--- src/rtl/boot_pkg.sv ---
package boot_pkg;

    typedef enum logic [1:0] {
        ST_IDLE = 2'd0,
        ST_LOAD = 2'd1,
        ST_RUN  = 2'd2
    } boot_st_e;

    typedef struct packed {
        logic load;
        logic serial;
        logic i2c;
    } src_cfg_t;

    function automatic src_cfg_t decode_mode(input logic [2:0] m);
        src_cfg_t c;
        c = '0;
        case (m)
            3'b001: c = '{load: 1'b1, serial: 1'b0, i2c: 1'b0};
            3'b010: c = '{load: 1'b1, serial: 1'b1, i2c: 1'b0};
            3'b011: c = '{load: 1'b1, serial: 1'b1, i2c: 1'b1};
            default: c = '0;
        endcase
        return c;
    endfunction

endpackage

--- src/rtl/boot_src_mux.sv ---
module boot_src_mux
    import boot_pkg::*;
#(
    parameter int BYTE_W = 8
) (
    input  src_cfg_t          cfg,
    input  logic              accept_ok,
    input  logic              par_valid,
    input  logic [BYTE_W-1:0] par_data,
    output logic              par_ready,
    input  logic              ser_valid,
    input  logic [BYTE_W-1:0] ser_data,
    output logic              ser_ready,
    output logic              ser_fmt_i2c,
    output logic              fire,
    output logic [BYTE_W-1:0] byte_data
);

    always_comb begin
        par_ready   = cfg.load && !cfg.serial && accept_ok;
        ser_ready   = cfg.load &&  cfg.serial && accept_ok;
        fire        = (par_valid && par_ready) || (ser_valid && ser_ready);
        byte_data   = cfg.serial ? ser_data : par_data;
        ser_fmt_i2c = cfg.serial && cfg.i2c;
    end

endmodule

--- src/rtl/boot_word_pack.sv ---
module boot_word_pack #(
    parameter int BYTE_W = 8,
    parameter int BYTES  = 3
) (
    input  logic                    clk,
    input  logic                    rst,
    input  logic                    clear,
    input  logic                    fire,
    input  logic [BYTE_W-1:0]       din,
    output logic                    word_done,
    output logic [BYTES*BYTE_W-1:0] word
);

    localparam int CNT_W = (BYTES > 1) ? $clog2(BYTES) : 1;
    localparam logic [CNT_W-1:0] LAST = CNT_W'(BYTES - 1);

    logic [CNT_W-1:0]        slot;
    logic [BYTES*BYTE_W-1:0] acc;
    logic [BYTES*BYTE_W-1:0] merged;

    generate
        for (genvar g = 0; g < BYTES; g++) begin : g_lane
            assign merged[g*BYTE_W +: BYTE_W] =
                (slot == CNT_W'(g)) ? din : acc[g*BYTE_W +: BYTE_W];
        end
    endgenerate

    always_ff @(posedge clk) begin
        if (rst || clear) begin
            slot <= '0;
            acc  <= '0;
        end else if (fire) begin
            acc  <= merged;
            slot <= (slot == LAST) ? '0 : slot + 1'b1;
        end
    end

    assign word_done = fire && (slot == LAST);
    assign word      = merged;

endmodule

--- src/rtl/boot_seq.sv ---
module boot_seq
    import boot_pkg::*;
#(
    parameter int WORD_W     = 24,
    parameter int ADDR_W     = 16,
    parameter int LOAD_WORDS = 256
) (
    input  logic              clk,
    input  logic              rst,
    input  logic [2:0]        mode_bits,
    input  logic              word_done,
    input  logic [WORD_W-1:0] word,
    output src_cfg_t          cfg,
    output logic              accept_ok,
    output logic              loading,
    output logic              ram_we,
    output logic [ADDR_W-1:0] ram_waddr,
    output logic [WORD_W-1:0] ram_wdata,
    output logic              boot_done,
    output logic              core_run
);

    localparam logic [ADDR_W-1:0] LAST_ADDR = ADDR_W'(LOAD_WORDS - 1);

    boot_st_e          st;
    src_cfg_t          cfg_q;
    src_cfg_t          cfg_d;
    logic              pend;
    logic [ADDR_W-1:0] addr;
    logic [WORD_W-1:0] wdata;
    logic              done_q;

    assign cfg_d = decode_mode(mode_bits);

    always_ff @(posedge clk) begin
        if (rst) begin
            st     <= ST_IDLE;
            cfg_q  <= '0;
            pend   <= 1'b0;
            addr   <= '0;
            wdata  <= '0;
            done_q <= 1'b0;
        end else begin
            done_q <= 1'b0;
            case (st)
                ST_IDLE: begin
                    cfg_q <= cfg_d;
                    st    <= cfg_d.load ? ST_LOAD : ST_RUN;
                end
                ST_LOAD: begin
                    if (pend) begin
                        pend <= 1'b0;
                        addr <= addr + 1'b1;
                        if (addr == LAST_ADDR) begin
                            st     <= ST_RUN;
                            done_q <= 1'b1;
                        end
                    end else if (word_done) begin
                        pend  <= 1'b1;
                        wdata <= word;
                    end
                end
                default: ;
            endcase
        end
    end

    assign cfg       = cfg_q;
    assign loading   = (st == ST_LOAD);
    assign accept_ok = (st == ST_LOAD) && !pend;
    assign ram_we    = pend;
    assign ram_waddr = addr;
    assign ram_wdata = wdata;
    assign boot_done = done_q;
    assign core_run  = (st == ST_RUN);

endmodule

--- src/rtl/boot_read_guard.sv ---
module boot_read_guard #(
    parameter int ADDR_W     = 16,
    parameter int LOAD_WORDS = 256
) (
    input  logic              rd_en,
    input  logic [ADDR_W-1:0] rd_addr,
    input  logic              core_run,
    output logic              ram_rd_en,
    output logic              rd_blocked
);

    localparam logic [ADDR_W:0] LIMIT = (ADDR_W+1)'(LOAD_WORDS);

    logic in_region;

    always_comb begin
        in_region  = ({1'b0, rd_addr} < LIMIT);
        rd_blocked = rd_en && in_region && !core_run;
        ram_rd_en  = rd_en && !rd_blocked;
    end

endmodule

--- src/rtl/boot_loader_top.sv ---
module boot_loader_top
    import boot_pkg::*;
#(
    parameter int WORD_W     = 24,
    parameter int BYTE_W     = 8,
    parameter int ADDR_W     = 16,
    parameter int LOAD_WORDS = 256
) (
    input  logic              clk,
    input  logic              rst,
    input  logic [2:0]        mode_bits,
    input  logic              par_valid,
    input  logic [BYTE_W-1:0] par_data,
    output logic              par_ready,
    input  logic              ser_valid,
    input  logic [BYTE_W-1:0] ser_data,
    output logic              ser_ready,
    output logic              ser_fmt_i2c,
    output logic              ram_we,
    output logic [ADDR_W-1:0] ram_waddr,
    output logic [WORD_W-1:0] ram_wdata,
    input  logic              rd_en,
    input  logic [ADDR_W-1:0] rd_addr,
    output logic              ram_rd_en,
    output logic              rd_blocked,
    output logic              boot_done,
    output logic              core_run
);

    localparam int BYTES_PER_WORD = WORD_W / BYTE_W;

    src_cfg_t          cfg;
    logic              accept_ok;
    logic              loading;
    logic              fire;
    logic [BYTE_W-1:0] byte_data;
    logic              word_done;
    logic [WORD_W-1:0] word;

    boot_src_mux #(.BYTE_W(BYTE_W)) u_mux (
        .cfg         (cfg),
        .accept_ok   (accept_ok),
        .par_valid   (par_valid),
        .par_data    (par_data),
        .par_ready   (par_ready),
        .ser_valid   (ser_valid),
        .ser_data    (ser_data),
        .ser_ready   (ser_ready),
        .ser_fmt_i2c (ser_fmt_i2c),
        .fire        (fire),
        .byte_data   (byte_data)
    );

    boot_word_pack #(.BYTE_W(BYTE_W), .BYTES(BYTES_PER_WORD)) u_pack (
        .clk       (clk),
        .rst       (rst),
        .clear     (!loading),
        .fire      (fire),
        .din       (byte_data),
        .word_done (word_done),
        .word      (word)
    );

    boot_seq #(.WORD_W(WORD_W), .ADDR_W(ADDR_W), .LOAD_WORDS(LOAD_WORDS)) u_seq (
        .clk       (clk),
        .rst       (rst),
        .mode_bits (mode_bits),
        .word_done (word_done),
        .word      (word),
        .cfg       (cfg),
        .accept_ok (accept_ok),
        .loading   (loading),
        .ram_we    (ram_we),
        .ram_waddr (ram_waddr),
        .ram_wdata (ram_wdata),
        .boot_done (boot_done),
        .core_run  (core_run)
    );

    boot_read_guard #(.ADDR_W(ADDR_W), .LOAD_WORDS(LOAD_WORDS)) u_guard (
        .rd_en      (rd_en),
        .rd_addr    (rd_addr),
        .core_run   (core_run),
        .ram_rd_en  (ram_rd_en),
        .rd_blocked (rd_blocked)
    );

endmodule

--- config.mk ---
export PLATFORM = sky130hd
export DESIGN_NAME = boot_loader_top
export DESIGN_NICKNAME = d
export VERILOG_FILES = /design/src/rtl/boot_pkg.sv /design/src/rtl/boot_src_mux.sv /design/src/rtl/boot_word_pack.sv /design/src/rtl/boot_seq.sv /design/src/rtl/boot_read_guard.sv /design/src/rtl/boot_loader_top.sv
export SDC_FILE = /design/constraint.sdc
export NUM_CORES = 1
export LEC_CHECK = 0
export BUFFER_PORTS_ARGS = -buffer_cell sky130_fd_sc_hd__buf_2
export CAP_MARGIN = 20
export CORE_MARGIN = 2
export CORE_UTILIZATION = 35
export DETAILED_ROUTE_END_ITERATION = 6
export HOLD_SLACK_MARGIN = 0.12
export REMOVE_ABC_BUFFERS = 1
export SLEW_MARGIN = 25
export SYNTH_ARGS = -nofsm -noshare
export SYNTH_HDL_FRONTEND = slang
export SYNTH_SLANG_ARGS = --single-unit
export TNS_END_PERCENT = 100
--- constraint.sdc ---
create_clock -name clk -period 3.6 [get_ports clk]
set_input_delay 0.72 -clock clk [delete_from_list [all_inputs] [get_ports clk]]
set_output_delay 0.72 -clock clk [all_outputs]
set_load 0.01 [all_outputs]
==> results of run 1 <==
-- report_power, final --
| part | total (mW) | switching [mW] | internal (mW) | leakage, nW |
|---|---|---|---|---|
| Sequential | 0.729 | 0.00678 | 0.723 | 0.524 |
| Clock | 0.701 | 0.291 | 0.410 | 0.105 |
| Combinational | 0.0678 | 0.0385 | 0.0293 | 0.665 |
-- layout make-up --
| class | count | area [um^2] | area share |
|---|---|---|---|
| multi-input cells | 203 | 1308 | 0.3829 |
| flip-flops and latches | 65 | 1301 | 0.3811 |
| repair buffers | 82 | 430.4 | 0.1261 |
| clock buffers | 10 | 137.6 | 0.04031 |
| well taps | 102 | 127.6 | 0.03738 |
| clock inverters | 6 | 91.34 | 0.02675 |
| inverters | 5 | 18.77 | 0.005497 |
-- logic make-up after synthesis --
logic type | after synthesis | share of synthesized area
and+or+nand+nor | 124 | 0.2412
DFF | 65 | 0.4768
AOI/OAI and AO/OA | 42 | 0.09995
buffers and inverters | 28 | 0.04722
muxes | 27 | 0.1013
xor gates and xnor gates | 9 | 0.02889
adders and majority gates | 1 | 0.004584
-- cells in the final DEF, fill, tap and decap left out, drive strengths merged, types with 6 or more instances in the layout --
| master | Yosys | routed |
|---|---|---|
| buf | 12 | 82 |
| dfxtp | 65 | 65 |
| nor2 | 62 | 62 |
| mux2i | 25 | 25 |
| a211oi | 21 | 21 |
| a21oi | 12 | 12 |
| nand2 | 10 | 10 |
| clkbuf | 11 | 10 |
| nor3 | 8 | 8 |
| xnor2 | 8 | 8 |
| nor4 | 8 | 8 |
| o21ai | 6 | 6 |
-- state kept, by name (all words and copies together) (netlist names) --
register	count
u_pack.acc	16
u_pack.slot	2
u_seq.boot_done	1
u_seq.cfg	3
u_seq.ram_waddr	16
u_seq.ram_wdata	24
u_seq.ram_we	1
u_seq.st	2
-- worst max-delay path: stages (launching register included) --
cell       delay [ps]
dfxtp_1           520
nand4bb_1         470
nor2_1            220
buf_2             150
-- how the worst max path moves through the flow --
stage	endpoint
6_report	ser_ready
3_5_place_dp	u_seq.ram_wdata[15]
2_1_floorplan	u_seq.ram_wdata[0]
4_1_cts	par_ready
5_1_grt	u_seq.ram_wdata[6]
3_3_place_gp	u_seq.ram_wdata[2]
-- stage by stage --
stage | total power, mW | setup slack (ps)
final | 1.498 | 1196
after global routing | 1.558 | 988.1
after CTS | 1.515 | 1183
after detailed placement | 0.8143 | 1230
after global placement | 0.8130 | 1276
after floorplan | 0.7754 | 263.2
-- routing by layer --
layer / track usage / vias up / share of wire
met5: 0 / - / 0
met4: 0.06716 / 0 / 0.015
met3: 0.03580 / 9 / 0.051
met2: 0.2348 / 52 / 0.45
met1: 0.1937 / 1039 / 0.48
li1: - / 1178 / -
==> results.yml, run 1 <==
finish:
  stdcell_count: 473
  finalCoreUtilization: 0.4465
  fin_area_um2: 3415
  nFillCells: 786
  final_nets: 407
  drive_gt1_frac: 0.2911
  syn2layout_area_growth_pct: 25.13
  antennaDiodeCount: 0
drt:
  num_vias: 2278
  drc_errors: 0
  wire_per_inst_um: 12.98
  route.antenna.remaining_nets: 0
  drt_iter0_markers: 56
  vias_per_cell: 4.816
  drtPass1Iterations: 4
  drt_wl_total_um: 6138
timing:
  hold_viol: 0
  slew_violations: 0
  finalSetupViolCount: 0
  fin_crit_ps: 2404
  post-route-period-util: 0.6678
  slew_headroom: 0.3833
  grt_setup_unrepaired: "false"
  worst_slew_pin_slew_ps: 918.1
  finalClockSkew_ps: 11.25
  fin_tns_setup_ps: 0
  fin_hold_ws_ps: 475.7
  clock.fmax_ghz: 0.4159
critical_path:
  crit_required_ps: 2880
  crit_type: "reg -> out"
  cp-start-kind: "register"
  cp-end-kind: "output pin"
  r2r_start: "u_seq.st[0]"
  crit_fanout: 12
  rrSetupSlack_ps: 1250
  crit_path_start: "u_seq.st[0]"
  cp.arrival_ps: 1680
  ff2ff_path_depth: 5
  r2r-end: "u_seq.ram_wdata[15]"
placed_design:
  dpl.hpwl_um: 4173
  place_inst: 457
  place_area_um2: 3186
  gp_congestion: 0.7530
  port_buffers: 79
clock_tree:
  clk_pin_slew_ps: 70
  cts-resized-gates: 0
  htreeDepth: 3
  worstSkewPairLatency_ps: 340
  cts_buffer_depth: 2
  ctsHoldBuffers: 0
  cts_tree: "built"
  cts_setup_buffers: 0
  cts_buffers: 9
  cts_root_buf: "clkbuf_8"
  cts_num_sinks: 65
worst_hold_path:
  holdPathStages: 2
  hold_class: "reg -> reg"
  hold_end: "u_seq.cfg[0]"
  min-delay-start: "u_seq.cfg[0]"
synthesis:
  syn_avg_cell_area_um2: 9.219
  yosys.cell_types.count: 43
  yosysMostFrequentCell: "dfxtp_1"
  ys_ff_latch: 65
  synth_common_cells: "dfxtp_1, nor2_1, mux2i_1"
  synth.area.top_cells: "dfxtp_1, mux2i_1, nor2_1"
  netlist_area_um2: 2729
  synth_seq_area_share: 0.4768
  synth_top_area_cell: "dfxtp_1"
  synth_top_area_share: 0.4768
  synth_edf_count: 0
  ys_async_sr_fraction: 0
  synthCells: 296
  yosysWarnings: 0
  synth_ff_type: "dfxtp_1"
power:
  p_leak_nw: 1.294
  power.density_nw_per_um2: 438.7
  peakVddDrop_uv: 198.2
floorplanning:
  fp.dieW_um: 92.30
  ios: 88
  std_cell_rows: 32
  dieHeight_um: 92.30
  dieArea_um2: 8519
  initial_utilization: 0.3568
  core_um2: 7647
global_routing:
  grt.overflow.total: 0
  grt_pass1_wl_um: 10140
  grt.total_usage: 0.1491
  grt_max_degree: 29
  grt_pass1_vias: 2149
  antenna_found_initial: 0
status:
  status: "finished clean"
job:
  drv_cap: 0
Power figures use the tool's default switching activity.
==> run 2: changes to the inputs <==
- clock period: 3.6 -> 2.4 ns (I/O delays scaled with it)
==> run 2 against run 1 <==
Sequential share of layout area fell by 0.43 points. Clock skew shrank 1.7 ps. Final cell count grew 1.5%. Clock power is 48% higher. Total power up 50%. Count of clock-buffer cells in the layout is the same. Via count shrank 0.88%. Utilization up 0.51 points. Sequential cell count stayed put. Highest routed layer unchanged. Worst setup slack worse by 760 ps. Non-clock buffer count increased by 7.
==> results.yml, run 2 (synthesized netlist as in run 1, its figures left out) <==
status:
  status: "finished clean"
finish:
  mostFrequentLayoutCell: "buf_2"
  fin_area_um2: 3453
  drive_gt1_frac: 0.3042
  final_nets: 414
  antennaDiodeCount: 0
  largest_reg_flops: 24
  layout_common_cells: "buf_2, dfxtp_1, nor2_1"
  nFillCells: 781
  syn2layout_area_growth_pct: 26.55
  finalCoreUtilization: 0.4516
critical_path:
  critPathBufInv: 1
  cp-start-kind: "register"
  critical_path.slowest_cell: "dfxtp_1"
  cpPeakStageDelay_ps: 490
  crit_type: "reg -> out"
  path_cells: "nor2b_1 -> nor3b_1 -> and3_1 -> nor2b_1 -> buf_2"
  critPathTopFamily: "simple AND/OR/NAND/NOR gates"
  cp-end-kind: "output pin"
  cp.arrival_ps: 1480
  path_common_cell: "nor2b_1"
  crit_required_ps: 1920
  crit_fanout: 11
clock_tree:
  worstSkewPairLatency_ps: 330
  htreeDepth: 3
  cts_buffers: 9
  cts-resized-gates: 0
  cts_buffer_depth: 2
  cts_setup_buffers: 0
  cts_tree: "built"
  clk_pin_slew_ps: 70
  cts_root_buf: "clkbuf_8"
  cts_num_sinks: 65
  ctsHoldBuffers: 0
job:
  drv_cap: 0
placed_design:
  place_area_um2: 3226
  port_buffers: 79
  dp_slack_ps: 459.8
  dpl.hpwl_um: 4192
  gp_congestion: 0.8063
drt:
  drt_iter0_markers: 64
  route.antenna.remaining_nets: 0
  vias_per_cell: 4.704
  drt_wl_total_um: 5959
  num_vias: 2258
  drc_errors: 0
  drtPass1Iterations: 4
  wire_per_inst_um: 12.41
power:
  peakVddDrop_uv: 269.3
  p_seq_frac: 0.486
  power.density_nw_per_um2: 649.2
  total_power_mw: 2.242
  internal_power_mw: 1.748
  p_sw_mw: 0.4937
  pwr-share-comb: 0.048
  clockPowerShare: 0.465
  switching_share: 0.2202
  p_leak_nw: 1.334
floorplanning:
  core_um2: 7647
  dieArea_um2: 8519
  dieHeight_um: 92.30
  ios: 88
  initial_utilization: 0.3568
  std_cell_rows: 32
  fp.dieW_um: 92.30
global_routing:
  grt.total_usage: 0.1450
  grt_max_degree: 28
  grt_pass1_vias: 2031
  grt_pass1_wl_um: 9825
  antenna_found_initial: 0
  grt.overflow.total: 0
timing:
  clock.fmax_ghz: 0.5095
  fin_tns_setup_ps: 0
  finalSetupViolCount: 0
  fin_crit_ps: 1963
  fin_ws_ps: 437.2
  post-route-period-util: 0.8178
  hold_viol: 0
  worst_slew_pin_slew_ps: 845.0
  finalClockSkew_ps: 9.531
  slew_violations: 0
  slew_headroom: 0.4343
  grt_setup_unrepaired: "false"
worst_hold_path:
  hold_class: "in -> reg"
## run 2: cell count changes in the layout (fill, tap and decap cells not counted), sizes merged
cell / delta
inv: +1
clkinv: +1
buf: +7
clkinvlp: -2
## run 2: worst register-to-register path, cell delays in order (launching register included)
cell and delay (ps):
dfxtp_1 390, nand4bb_1 210, buf_4 190, nor4b_4 720
nor2_1 80, a211oi_1 240
## run 2: final timing paths
kind,from,endpoint,slack [ps],depth (start not counted)
max,u_seq.st[1],ram_rd_en,440,5
max reg2reg,u_seq.st[1],u_pack.acc[14],480,5
min reg2reg,u_seq.cfg[2],u_seq.cfg[2],480,2
min,mode_bits[0],u_seq.cfg[0],450,3
## run 2: final cells by class
| type | count | area (um^2) | area share |
|---|---|---|---|
| clock buffer | 10 | 137.6 | 0.03986 |
| clock inverter | 6 | 90.09 | 0.02609 |
| inverter | 5 | 18.77 | 0.005435 |
| multi-input combinational | 203 | 1308 | 0.3786 |
| sequential | 65 | 1301 | 0.3768 |
| tap | 102 | 127.6 | 0.03696 |
| timing repair buffer | 89 | 470.5 | 0.1362 |
## run 2: stage by stage
stage          hold WS (ps)  std cells
2_1_floorplan         438.5        273
3_3_place_gp          456.5        464
3_5_place_dp          470.3        464
4_1_cts               428.1        480
5_1_grt               439.6        480
6_report              448.0        480
## run 2: power groups by stage
stage | Combinational [mW] | Sequential (mW) | Clock (mW)
2_1_floorplan | 0.0442 | 1.12 | 0
3_3_place_gp | 0.108 | 1.12 | 0
3_5_place_dp | 0.110 | 1.12 | 0
4_1_cts | 0.110 | 1.09 | 1.08
5_1_grt | 0.122 | 1.09 | 1.14
6_report | 0.108 | 1.09 | 1.04
## run 2: layer usage
| metal | up-vias | GRT usage | wire (um) |
|---|---|---|---|
| li1 | 1191 | - | - |
| met1 | 1012 | 0.1958 | 2909 |
| met2 | 48 | 0.2208 | 2725 |
| met3 | 7 | 0.03092 | 247 |
| met4 | 0 | 0.06841 | 77 |
| met5 | - | 0 | 0 |
